`src/rtl/dsc_pkg.sv`:
```
package dsc_pkg;

    typedef enum logic [1:0] {
        PH_IDLE  = 2'd0,
        PH_INTEG = 2'd1,
        PH_REF   = 2'd2
    } phase_e;

endpackage

```
`src/rtl/dsc_rate.sv`:
```
module dsc_rate (
    input  logic clk,
    input  logic rst_n,
    input  logic sel_fast,
    input  logic sel_slow,
    input  logic sel_hold,
    output logic use_fast,
    output logic publish_en
);
    typedef struct packed {
        logic locked;
    } rate_t;

    rate_t r_d, r_q;

    always_comb begin
        r_d        = r_q;
        r_d.locked = r_q.locked | sel_hold;
        use_fast   = sel_fast & ~sel_slow & ~sel_hold & ~r_q.locked;
        publish_en = ~sel_hold;
    end

    always_ff @(posedge clk or negedge rst_n) begin
        if (!rst_n) r_q <= '0;
        else        r_q <= r_d;
    end

    // hold forces the slow rate from the next cycle on
    a_r8_hold_sticks: assert property (@(posedge clk) disable iff (!rst_n)
        sel_hold |=> !use_fast);
    a_r8_lock_kept: assert property (@(posedge clk) disable iff (!rst_n)
        r_q.locked |=> r_q.locked);
endmodule

```
`src/rtl/dsc_pacer.sv`:
```
module dsc_pacer #(
    parameter int FAST_PERIOD = 2048,
    parameter int SLOW_PERIOD = 49152
) (
    input  logic clk,
    input  logic rst_n,
    input  logic tick,
    input  logic use_fast,
    output logic start
);
    localparam int PW = $clog2(SLOW_PERIOD + 1);

    typedef struct packed {
        logic [PW-1:0] left;
    } pace_t;

    pace_t p_d, p_q;

    always_comb begin
        p_d   = p_q;
        start = tick && (p_q.left == '0);
        if (tick) begin
            if (p_q.left == '0)
                p_d.left = use_fast ? PW'(FAST_PERIOD - 1) : PW'(SLOW_PERIOD - 1);
            else
                p_d.left = p_q.left - 1'b1;
        end
    end

    always_ff @(posedge clk or negedge rst_n) begin
        if (!rst_n) p_q <= '0;
        else        p_q <= p_d;
    end

    // timing only advances on ticks
    a_r2_idle_without_tick: assert property (@(posedge clk) disable iff (!rst_n)
        !tick |=> $stable(p_q.left));
endmodule

```
`src/rtl/dsc_core.sv`:
```
module dsc_core
    import dsc_pkg::*;
#(
    parameter int INT_TICKS = 256,
    parameter int MAX_REF   = 1536,
    parameter int CW        = 11
) (
    input  logic          clk,
    input  logic          rst_n,
    input  logic          tick,
    input  logic          start,
    input  logic          comp_trip,
    output logic          sw_input,
    output logic          sw_ref,
    output logic          done,
    output logic          timeout,
    output logic [CW-1:0] count
);
    typedef struct packed {
        phase_e        ph;
        logic [CW-1:0] cnt;
        logic          done;
        logic          tmo;
        logic [CW-1:0] cap;
    } core_t;

    core_t c_d, c_q;

    always_comb begin
        c_d      = c_q;
        c_d.done = 1'b0;
        unique case (c_q.ph)
            PH_IDLE: begin
                if (start) begin
                    c_d.ph  = PH_INTEG;
                    c_d.cnt = '0;
                end
            end
            PH_INTEG: begin
                if (tick) begin
                    if (c_q.cnt == CW'(INT_TICKS - 1)) begin
                        c_d.ph  = PH_REF;
                        c_d.cnt = '0;
                    end else begin
                        c_d.cnt = c_q.cnt + 1'b1;
                    end
                end
            end
            PH_REF: begin
                if (tick) begin
                    if (comp_trip) begin
                        c_d.ph   = PH_IDLE;
                        c_d.done = 1'b1;
                        c_d.tmo  = 1'b0;
                        c_d.cap  = c_q.cnt;
                    end else if (c_q.cnt == CW'(MAX_REF - 1)) begin
                        c_d.ph   = PH_IDLE;
                        c_d.done = 1'b1;
                        c_d.tmo  = 1'b1;
                        c_d.cap  = CW'(MAX_REF);
                    end else begin
                        c_d.cnt = c_q.cnt + 1'b1;
                    end
                end
            end
            default: c_d.ph = PH_IDLE;
        endcase
    end

    always_ff @(posedge clk or negedge rst_n) begin
        if (!rst_n) c_q <= '{ph: PH_IDLE, default: '0};
        else        c_q <= c_d;
    end

    assign sw_input = (c_q.ph == PH_INTEG);
    assign sw_ref   = (c_q.ph == PH_REF);
    assign done     = c_q.done;
    assign timeout  = c_q.tmo;
    assign count    = c_q.cap;

    // switches exclusive, reference follows integrate directly
    a_r3_switch_exclusive: assert property (@(posedge clk) disable iff (!rst_n)
        !(sw_input && sw_ref));
    a_r3_ref_follows: assert property (@(posedge clk) disable iff (!rst_n)
        $fell(sw_input) |-> sw_ref);
    // a start never lands on a conversion in progress
    a_r2_start_when_idle: assert property (@(posedge clk) disable iff (!rst_n)
        start |-> (c_q.ph == PH_IDLE));
    // a result only follows a reference phase
    a_r4_done_after_ref: assert property (@(posedge clk) disable iff (!rst_n)
        done |-> $past(sw_ref));
    // reference count bounded
    a_r6_ref_bounded: assert property (@(posedge clk) disable iff (!rst_n)
        sw_ref |-> (c_q.cnt < CW'(MAX_REF)));
endmodule

```
`src/rtl/dsc_result.sv`:
```
module dsc_result #(
    parameter int CW        = 11,
    parameter int RD_W      = 12,
    parameter int ZERO_OFS  = 100,
    parameter int POS_LIMIT = 999,
    parameter int NEG_LIMIT = -99
) (
    input  logic                   clk,
    input  logic                   rst_n,
    input  logic                   done,
    input  logic                   timeout,
    input  logic [CW-1:0]          count,
    input  logic                   publish_en,
    output logic signed [RD_W-1:0] reading,
    output logic                   ovr_pos,
    output logic                   ovr_neg,
    output logic                   result_valid
);
    typedef struct packed {
        logic signed [RD_W-1:0] rd;
        logic                   pos;
        logic                   neg;
        logic                   vld;
    } res_t;

    res_t r_d, r_q;
    int   val;

    always_comb begin
        r_d     = r_q;
        r_d.vld = 1'b0;
        val     = int'(count) - ZERO_OFS;
        if (done && publish_en) begin
            r_d.rd  = RD_W'(val);
            r_d.pos = timeout || (val > POS_LIMIT);
            r_d.neg = !timeout && (val < NEG_LIMIT);
            r_d.vld = 1'b1;
        end
    end

    always_ff @(posedge clk or negedge rst_n) begin
        if (!rst_n) r_q <= '0;
        else        r_q <= r_d;
    end

    assign reading      = r_q.rd;
    assign ovr_pos      = r_q.pos;
    assign ovr_neg      = r_q.neg;
    assign result_valid = r_q.vld;

    // flags never both set
    a_r5_flags_exclusive: assert property (@(posedge clk) disable iff (!rst_n)
        !(ovr_pos && ovr_neg));
    // publish only after a result outside hold
    a_r7_publish_gated: assert property (@(posedge clk) disable iff (!rst_n)
        result_valid |-> ($past(done) && $past(publish_en)));
    a_r7_reading_stable: assert property (@(posedge clk) disable iff (!rst_n)
        !result_valid |-> ($stable(reading) && $stable(ovr_pos) && $stable(ovr_neg)));
endmodule

```
`src/rtl/dsc_seq.sv`:
```
module dsc_seq #(
    parameter int FAST_PERIOD = 2048,
    parameter int SLOW_PERIOD = 49152,
    parameter int INT_TICKS   = 256,
    parameter int MAX_REF     = 1536,
    parameter int ZERO_OFS    = 100,
    parameter int POS_LIMIT   = 999,
    parameter int NEG_LIMIT   = -99,
    parameter int RD_W        = 12
) (
    input  logic                   clk,
    input  logic                   rst_n,
    input  logic                   tick,
    input  logic                   sel_fast,
    input  logic                   sel_slow,
    input  logic                   sel_hold,
    input  logic                   comp_trip,
    output logic                   sw_input,
    output logic                   sw_ref,
    output logic signed [RD_W-1:0] reading,
    output logic                   ovr_pos,
    output logic                   ovr_neg,
    output logic                   result_valid
);
    localparam int TOPC = (MAX_REF > INT_TICKS) ? MAX_REF : INT_TICKS;
    localparam int CW   = $clog2(TOPC + 1);

    logic          use_fast, publish_en, start, done, timeout;
    logic [CW-1:0] count;

    dsc_rate u_rate (
        .clk(clk), .rst_n(rst_n),
        .sel_fast(sel_fast), .sel_slow(sel_slow), .sel_hold(sel_hold),
        .use_fast(use_fast), .publish_en(publish_en)
    );

    dsc_pacer #(.FAST_PERIOD(FAST_PERIOD), .SLOW_PERIOD(SLOW_PERIOD)) u_pacer (
        .clk(clk), .rst_n(rst_n), .tick(tick),
        .use_fast(use_fast), .start(start)
    );

    dsc_core #(.INT_TICKS(INT_TICKS), .MAX_REF(MAX_REF), .CW(CW)) u_core (
        .clk(clk), .rst_n(rst_n), .tick(tick), .start(start),
        .comp_trip(comp_trip), .sw_input(sw_input), .sw_ref(sw_ref),
        .done(done), .timeout(timeout), .count(count)
    );

    dsc_result #(.CW(CW), .RD_W(RD_W), .ZERO_OFS(ZERO_OFS),
                 .POS_LIMIT(POS_LIMIT), .NEG_LIMIT(NEG_LIMIT)) u_result (
        .clk(clk), .rst_n(rst_n), .done(done), .timeout(timeout),
        .count(count), .publish_en(publish_en), .reading(reading),
        .ovr_pos(ovr_pos), .ovr_neg(ovr_neg), .result_valid(result_valid)
    );

    // outputs quiet straight after reset
    a_r1_reset_quiet: assert property (@(posedge clk) disable iff (!rst_n)
        $rose(rst_n) |-> (!sw_input && !sw_ref && !result_valid));
endmodule

```
`config.mk`:
```
export PLATFORM = sky130hd
export DESIGN_NAME = dsc_seq
export DESIGN_NICKNAME = d
export VERILOG_FILES = /design/src/rtl/dsc_pkg.sv /design/src/rtl/dsc_rate.sv /design/src/rtl/dsc_pacer.sv /design/src/rtl/dsc_core.sv /design/src/rtl/dsc_result.sv /design/src/rtl/dsc_seq.sv
export SDC_FILE = /design/constraint.sdc
export NUM_CORES = 1
export LEC_CHECK = 0
export ABC_AREA = 1
export CAP_MARGIN = 10
export CORE_ASPECT_RATIO = 0.6
export CORE_UTILIZATION = 35
export CTS_BUF_LIST = sky130_fd_sc_hd__clkbuf_8
export CTS_CLUSTER_DIAMETER = 150
export CTS_CLUSTER_SIZE = 30
export DETAILED_ROUTE_END_ITERATION = 10
export GPL_TIMING_DRIVEN = 0
export RECOVER_POWER = 25
export SLEW_MARGIN = 20
export SYNTH_ARGS = -nofsm -noshare
export SYNTH_HDL_FRONTEND = slang
export SYNTH_SLANG_ARGS = --single-unit
```
`constraint.sdc`:
```
create_clock -name clk -period 2.15 [get_ports clk]
set_input_delay 0.215 -clock clk [delete_from_list [all_inputs] [get_ports clk]]
set_output_delay 0.215 -clock clk [all_outputs]
set_load 0.005 [all_outputs]
```
==> impl_metrics.ini, run 1 <==
[floorplanning]
fp.dieH_um = 76.8
die-width_um = 127
initial_utilization_pct = 37.2
die_area_mm2 = 0.00973
core-area_mm2 = 0.00878
rows = 26
io_pins = 24

[power]
total_power_mw = 4.42
netSwitchingFraction_pct = 38.7
switching_power_mw = 1.71
power_leakage_nw = 1.85
intPower_mw = 2.71
comb_power_share_pct = 38.8
p_clk_share_pct = 23.6
p_seq_share_pct = 37.6
power_density_mw_per_mm2 = 1150
irDropWorstVdd_uv = 541

[setup_path]
arrival_ns = 2.28
reg2reg_slack_ns = 0.14
required_ns = 2.43
end_kind = flip-flop
path_max_fanout = 7
start_kind = flip-flop
crit_type = flip-flop to flip-flop

[routing]
post_drt_wl_per_cell_um = 14.2
route.detailed.drc = 0
num_vias = 2851
finalWirelength_mm = 8.02
post_drt_via_cell_ratio = 5.04
ant_nets = 0
firstDrtPassIters = 5
drt_iter0_markers = 162

[run_status]
outcome = complete, but fails checks
violations = capacitance limit, slew limit

[global_route]
busiest_layer = met1
grt_max_degree = 34
first_global_vias = 2742
use_met3_pct = 5.79
use_met2_pct = 23.8
grt_pass1_wl_mm = 13.7
grt-ovfl-total = 0
grt.met1_usage_pct = 28.1
antenna_found_initial = 0
grtUsageTotal_pct = 18.3

[layout]
ff_latch_area_mm2 = 0.00145
fillers = 889
instances_no_fill = 566
multi_input_area_mm2 = 0.00154
post-route-util_pct = 43.8
layout.nets = 465
diodes = 0
syn_to_final_growth_pct = 18.0
drive_above_1_share_pct = 13.0
final_area_mm2 = 0.00385

[cts]
cts_root_buf = clkbuf_8
clk_pin_slew_ns = 0.06
clock_latency_ns = 0.35
cts_tree = yes
cts.path.max_buffers = 2
htreeDepth = 3
numCtsBuffers = 9
cts_sinks = 58

[sta]
worst_slack_ns = 0.143
post-route-period-util_pct = 93.4
finClkSkew_ns = 0.0121
drv_slew = 27
finalHoldViolCount = 0
period_needed_ns = 2.01
finalHoldWorstSlack_ns = 0.263
fin_setup_tns_ns = 0
fmax_mhz = 498
tightest_slew_ns = 1.51
setup_violations = 0
rsz0062_at_grt = false
slew_headroom_pct = -0.912

[placement]
placed_cells = 549
placed_area_mm2 = 0.00364
pre_cts_slack_ns = 0.108
portBuffers = 22
place_hpwl_mm = 5.96
place_congestion = 0.829

[logic_synthesis]
yosys_warnings = 0
synth_top_cell_by_area = dfrtp_1
synth-compound-area-share_pct = 10.2
ys_seq_area_share_pct = 44.5
synth_top_family_by_area = simple AND/OR/NAND/NOR gates
yosys.cell_count.top_type = nand2_1
synth_cells = 414
synth_top_area_share_pct = 44.5
syn-num-nets = 430
avgSynthCellArea_um2 = 7.88
async_reset_ff_share_pct = 100
synth_seq_cells = 58
synth_area_leaders = dfrtp_1, nand2_1, inv_1, nand3_1, o21ai_0
synth-main-ff-cell = dfrtp_1
synth_edf_count = 0
synth_area_mm2 = 0.00326
synth_top_cells_by_count = nand2_1, dfrtp_1, inv_1, nand3_1, nor2_1
synth.area.mux_share_pct = 0
yosys.area_share.adder_pct = 3.45
synth_cell_types = 34
synth-simple-area-share_pct = 30.5
synth_xor_area_share_pct = 2.95

[min_path]
hold_class = primary input to flip-flop

[job]
max_cap_violations = 1
## path summary, 6_finish.rpt
path	end	cells after the start	start
max	u_core.c_q[13]	10	u_core.c_q[13]
min in group asynchronous	u_core.count[9]	2	rst_n
max in group asynchronous	u_core.c_q[13]	3	rst_n
min reg2reg	u_result.reading[2]	1	u_core.count[2]
min	u_pacer.p_q[3]	3	tick
max reg2reg	u_core.c_q[13]	10	u_core.c_q[13]
## layout make-up
type                       instances  area share (%)
clock buffer                      11            3.93
clock inverter                     5            1.40
tap                              112            3.64
inverter                          56            5.46
multi-input combinational        289            40.0
buffer                            11            1.72
timing repair buffer              24            6.11
sequential                        58            37.7
## layout by cell type (no fill, tap or decap), types with 4 or more instances in the layout
master	instances
o21ai_2	8
nor2_1	32
nand2_1	93
inv_1	52
dfrtp_1	57
xnor2_1	5
o22ai_1	9
ha_1	8
clkbuf_1	4
a21oi_1	14
nand4_1	18
o21ai_0	24
nor3_1	7
inv_2	5
clkbuf_8	11
xor2_1	6
nand3_1	36
clkdlybuf4s50_1	21
nand3_2	4
nand2_2	5
## critical path, cell delays in order, from the launching register on
cell and delay [ns]:
dfrtp_2 0.48, ha_2 0.27, nand2_2 0.11, inv_2 0.05, nand2_4 0.09, nor2_2 0.05
nand4_2 0.13, nand2_1 0.12, a21oi_1 0.40, nand3_1 0.16, o21ai_2 0.08
## logic make-up (layout without fill, tap and decap cells)
group / Yosys count / in the layout
XOR/XNOR: 11 / 11
flip-flops: 58 / 58
adder cells (fa/ha/maj): 9 / 9
AND/OR/NAND/NOR: 211 / 211
buffers and inverters: 67 / 107
AO/OA/AOI/OAI: 58 / 58
## per-layer routing
layer	vias up	wire (µm)	part of all wire, %
li1	1426	-	-
met1	1337	4350	54
met2	79	3000	37
met3	9	568	7.1
met4	0	95	1.2
met5	-	0	0
## power groups by stage
stage | Sequential, mW | Combinational (mW) | Clock (mW)
global placement | 1.66 | 1.67 | 0
floorplan | 1.64 | 1.08 | 0
global route | 1.71 | 1.93 | 1.12
CTS | 1.66 | 1.72 | 1.07
finish | 1.66 | 1.72 | 1.04
detailed placement | 1.67 | 1.71 | 0
## what timing repair did
| item | CTS | global route |
|---|---|---|
| resized for setup | 0 | 5 |
| hold buffers | 1 | 0 |
| hold endpoints to repair | 25 | 0 |
| buffers inserted | 0 | 0 |
| setup endpoints to repair | 0 | 15 |
## state kept, by name (all words and copies together), names as in the netlist, 11 cells and up
name              cells
u_pacer.p_q          16
u_core.c_q           13
u_result.reading     12
u_core.count         11
(Power assumes the default switching activity.)
==> run 2: changes to the inputs <==
==> constraint.sdc (replaced) <==
create_clock -name clk -period 2.05 [get_ports clk]
set_input_delay 0.205 -clock clk [delete_from_list [all_inputs] [get_ports clk]]
set_output_delay 0.205 -clock clk [all_outputs]
set_load 0.005 [all_outputs]
==> run 2 against run 1 <==
  * Via count did not move
  * Critical path depth did not move
  * Highest routed layer unchanged
  * Combinational power rose by 5%
  * Clock skew rose by 0.00077 ns
  * Cell area rose by 0.65%
  * First-iteration DRC count rose by 17%
  * Fmax rose by 6.5%
  * Worst setup slack improved by 0.023 ns
  * The run now ends clean
  * Cell count did not move
  * Clock power rose by 5%
  * Sequential power rose by 5%
==> impl_metrics.ini, run 2 (synthesis results as in run 1) <==
[layout]
syn_to_final_growth_pct = 18.7
final_common_cell = nand2_1
post-route-util_pct = 44.1
instances_no_fill = 566
diodes = 0
layout_common_cells = nand2_1, dfrtp_1, inv_1, nand3_1, nor2_1
top_register = u_pacer.p_q
multi_input_area_mm2 = 0.00156
drive_above_1_share_pct = 13.7
ff_latch_area_mm2 = 0.00145
fillers = 890
layout.nets = 465
largest_register_ffs = 16

[global_route]
grt-ovfl-total = 0
grtUsageTotal_pct = 18.3
grt_max_degree = 34
antenna_found_initial = 0
first_global_vias = 2737
grt_pass1_wl_mm = 13.6

[placement]
portBuffers = 22
place_congestion = 0.829
placed_cells = 549
place_hpwl_mm = 5.96

[cts]
clk_pin_slew_ns = 0.06
cts.path.max_buffers = 2
cts_tree = yes
post_cts_buffers = 0
cts_sinks = 58
numCtsBuffers = 9
clock_latency_ns = 0.35
cts_root_buf = clkbuf_8
htreeDepth = 3

[routing]
ant_nets = 0
finalWirelength_mm = 7.99
post_drt_wl_per_cell_um = 14.1
route.detailed.drc = 0
post_drt_via_cell_ratio = 5.04
drt_iter0_markers = 189
num_vias = 2851
firstDrtPassIters = 4

[power]
irDropWorstVdd_uv = 568
power_leakage_nw = 1.85
power_density_mw_per_mm2 = 1200

[min_path]
hold_class = primary input to flip-flop

[sta]
post-route-period-util_pct = 91.9
finalHoldViolCount = 0
period_needed_ns = 1.88
fmax_mhz = 531
rsz0062_at_grt = false
finClkSkew_ns = 0.0129
setup_violations = 0
slew_headroom_pct = 51.7
tightest_slew_ns = 0.725
drv_slew = 0

[floorplanning]
die-width_um = 127
core-area_mm2 = 0.00878
die_area_mm2 = 0.00973
rows = 26
io_pins = 24
initial_utilization_pct = 37.2
fp.dieH_um = 76.8

[setup_path]
arrival_ns = 2.11
worstPathCellList = ha_4, nand2_2, inv_2, nand2_4, nor2_2, nand4_2, nand2_1, nand3_1, nor2_1, a21oi_1
end_kind = flip-flop
path_max_fanout = 7
required_ns = 2.28
cpPeakStageDelay_ns = 0.48
crit_type = flip-flop to flip-flop
start_kind = flip-flop
crit_path_top_delay_cell = dfrtp_2

[job]
max_cap_violations = 0

[run_status]
outcome = complete, no violations
run 2: cell counts in the layout (fill, tap and decap cells not counted):
No cell type changed its count.
run 2: repair_timing:
action / CTS / global route
hold endpoints to repair: 25 / 0
endpoints found under the setup margin: 2 / 16
gates resized for setup: 2 / 5
pin swaps: 0 / 0
hold buffers: 1 / 0
cloned: 0 / 0
run 2: area by class of cell:
cell class	count	area share (%)
sequential	58	37.5
inverter	56	5.42
clock inverter	5	1.39
timing repair buffer	24	6.33
buffer	11	1.68
tap	112	3.62
clock buffer	11	3.91
multi-input combinational	289	40.2
run 2: final timing paths:
path / slack, ns / start / to / cells after the start
max in group asynchronous: 0.96 / rst_n / u_core.c_q[13] / 3
min in group asynchronous: 0.45 / rst_n / u_core.count[9] / 2
setup / recovery: 0.17 / u_core.c_q[13] / u_core.c_q[25] / 10
setup reg to reg: 0.17 / u_core.c_q[13] / u_core.c_q[25] / 10
hold / removal: 0.25 / tick / u_pacer.p_q[3] / 3
hold reg to reg: 0.46 / u_rate.r_q / u_rate.r_q / 1
run 2: report_power, final:
| group | internal, mW | switching [mW] |
|---|---|---|
| sequential | 1.47 | 0.274 |
| clock | 0.620 | 0.472 |
| combinational | 0.756 | 1.06 |
run 2: metal layers:
metal  vias to the layer above  track usage [%]  wire length, µm
li1                       1425                -                -
met1                      1328             27.9             4400
met2                        86             23.9             2980
met3                        12             5.79              499
met4                         0             5.60              108
met5                         -                0                0
run 2: critical path: cells and delay by family, from the launching register on:
family | cells | cell delay, ns
fa+ha+maj | 1 | 0.22
buf+inv | 1 | 0.08
compound gates | 1 | 0.05
simple gates | 7 | 0.93
flops | 1 | 0.48
run 2: through the flow:
stage | power, mW | area (µm²) | hold WS [ns] | setup slack, ns | TNS, ns
3_5_place_dp | 3.54 | 3640 | 0.156 | 0.00827 | 0
6_report | 4.65 | 3880 | 0.253 | 0.165 | 0
4_1_cts | 4.68 | 3860 | 0.244 | 0.0362 | 0
2_1_floorplan | 2.85 | 3260 | -0.0906 | 0.427 | 0
5_1_grt | 5.01 | 3880 | 0.258 | 0.0429 | 0
3_3_place_gp | 3.49 | 3620 | 0.437 | -1.18 | -68.03
==> run 3: changes to the inputs <==
--- a/config.mk
+++ b/config.mk
@@ -10,12 +10,10 @@
 export CORE_ASPECT_RATIO = 0.6
 export CORE_UTILIZATION = 35
 export CTS_BUF_LIST = sky130_fd_sc_hd__clkbuf_8
-export CTS_CLUSTER_DIAMETER = 150
 export CTS_CLUSTER_SIZE = 30
 export DETAILED_ROUTE_END_ITERATION = 10
 export GPL_TIMING_DRIVEN = 0
 export RECOVER_POWER = 25
-export SLEW_MARGIN = 20
 export SYNTH_ARGS = -nofsm -noshare
 export SYNTH_HDL_FRONTEND = slang
 export SYNTH_SLANG_ARGS = --single-unit
==> run 3 against run 2 <==
  * Clock power hardly changed
  * Total power hardly changed
  * Worst setup slack stayed put
  * Critical endpoint unchanged
==> impl_metrics.ini, run 3 (synthesis results as in run 1) <==
[sta]
slew_headroom_pct = 51.7
finalHoldWorstSlack_ns = 0.253
worst_slack_ns = 0.165
drv_slew = 0
setup_violations = 0
finClkSkew_ns = 0.0129
rsz0062_at_grt = false
fmax_mhz = 531
period_needed_ns = 1.88
finalHoldViolCount = 0
tightest_slew_ns = 0.725
post-route-period-util_pct = 91.9

[routing]
finalWirelength_mm = 7.99
num_vias = 2851
route.detailed.drc = 0
firstDrtPassIters = 4
post_drt_via_cell_ratio = 5.04
drt_iter0_markers = 189
post_drt_wl_per_cell_um = 14.1
ant_nets = 0

[cts]
cts_tree = yes
clock_latency_ns = 0.35
cts_sinks = 58
clk_pin_slew_ns = 0.06
cts_root_buf = clkbuf_8
numCtsBuffers = 9
htreeDepth = 3
cts.path.max_buffers = 2
post_cts_buffers = 0

[setup_path]
arrival_ns = 2.11
crit_type = flip-flop to flip-flop
start_kind = flip-flop
required_ns = 2.28
path_max_fanout = 7
r2r-start = u_core.c_q[13]
end_kind = flip-flop
reg2reg_depth = 10
crit_path_start = u_core.c_q[13]
reg2reg_slack_ns = 0.17

[floorplanning]
die-width_um = 127
io_pins = 24
core-area_mm2 = 0.00878
die_area_mm2 = 0.00973
fp.dieH_um = 76.8
initial_utilization_pct = 37.2
rows = 26

[placement]
place_congestion = 0.829
portBuffers = 22
pre_cts_slack_ns = 0.00827
placed_area_mm2 = 0.00364
place_hpwl_mm = 5.96

[layout]
final_area_mm2 = 0.00388
fillers = 892
largest_register_ffs = 16
post-route-util_pct = 44.1
layout.nets = 465
syn_to_final_growth_pct = 18.7
final_common_cell = nand2_1
top_register = u_pacer.p_q
layout_common_cells = nand2_1, dfrtp_1, inv_1, nand3_1, nor2_1
drive_above_1_share_pct = 13.7
diodes = 0

[power]
power_density_mw_per_mm2 = 1200
power_leakage_nw = 1.85
irDropWorstVdd_uv = 568

[global_route]
first_global_vias = 2737
antenna_found_initial = 0
grt_max_degree = 34
grt_pass1_wl_mm = 13.6
grtUsageTotal_pct = 18.3
grt-ovfl-total = 0

[min_path]
hp-start = tick
hold_class = primary input to flip-flop
whs_path_depth = 3

[run_status]
outcome = complete, no violations

[job]
max_cap_violations = 0
==> run 3: per-layer routing <==
metal  vias up  global-route usage [%]  wire length [µm]
met4         0                    5.60               108
met1      1328                    27.9              4400
li1       1425                       -                 -
met5         -                       0                 0
met2        86                    23.9              2980
met3        12                    5.79               499
==> run 3: cell type report <==
class	instances	area, µm²	area share [%]
clock buffers	11	151	3.91
plain buffers	11	65.1	1.68
well taps	112	140	3.62
clock inverters	5	53.8	1.39
multi-input cells	289	1560	40.2
inverters	56	210	5.42
repair buffers	24	245	6.33
flip-flops and latches	58	1450	37.5
==> run 3: stage by stage <==
stage | TNS, ns | power (mW) | cells
3_5_place_dp | 0 | 3.54 | 549
3_3_place_gp | -68.03 | 3.49 | 548
2_1_floorplan | 0 | 2.85 | 414
4_1_cts | 0 | 4.68 | 566
5_1_grt | 0 | 5.01 | 566
6_report | 0 | 4.65 | 566
==> run 3: final timing paths <==
path / end
max in group asynchronous: u_core.c_q[13]
setup reg to reg: u_core.c_q[25]
min in group asynchronous: u_core.count[9]
hold reg to reg: u_rate.r_q
hold / removal: u_pacer.p_q[3]
setup / recovery: u_core.c_q[25]
==> run 3: repair_timing <==
item / CTS / global route
cloned: 0 / 0
hold buffers: 1 / 0
endpoints found under the setup margin: 2 / 16
hold endpoints to repair: 25 / 0
gates resized for setup: 2 / 5
==> run 3: report_power, final <==
part           internal (mW)  switching [mW]  total, mW
clock                  0.620           0.472       1.09
combinational          0.756            1.06       1.81
sequential              1.47           0.274       1.75
total                   2.85            1.80       4.65
==> run 3: worst max-delay path, cell delays in order, from the launching register on <==
cell and delay, ns:
dfrtp_2 0.48, ha_4 0.22, nand2_2 0.09, inv_2 0.08, nand2_4 0.07, nor2_2 0.12, nand4_2 0.18, nand2_1 0.18
nand3_1 0.17, nor2_1 0.12, a21oi_1 0.05
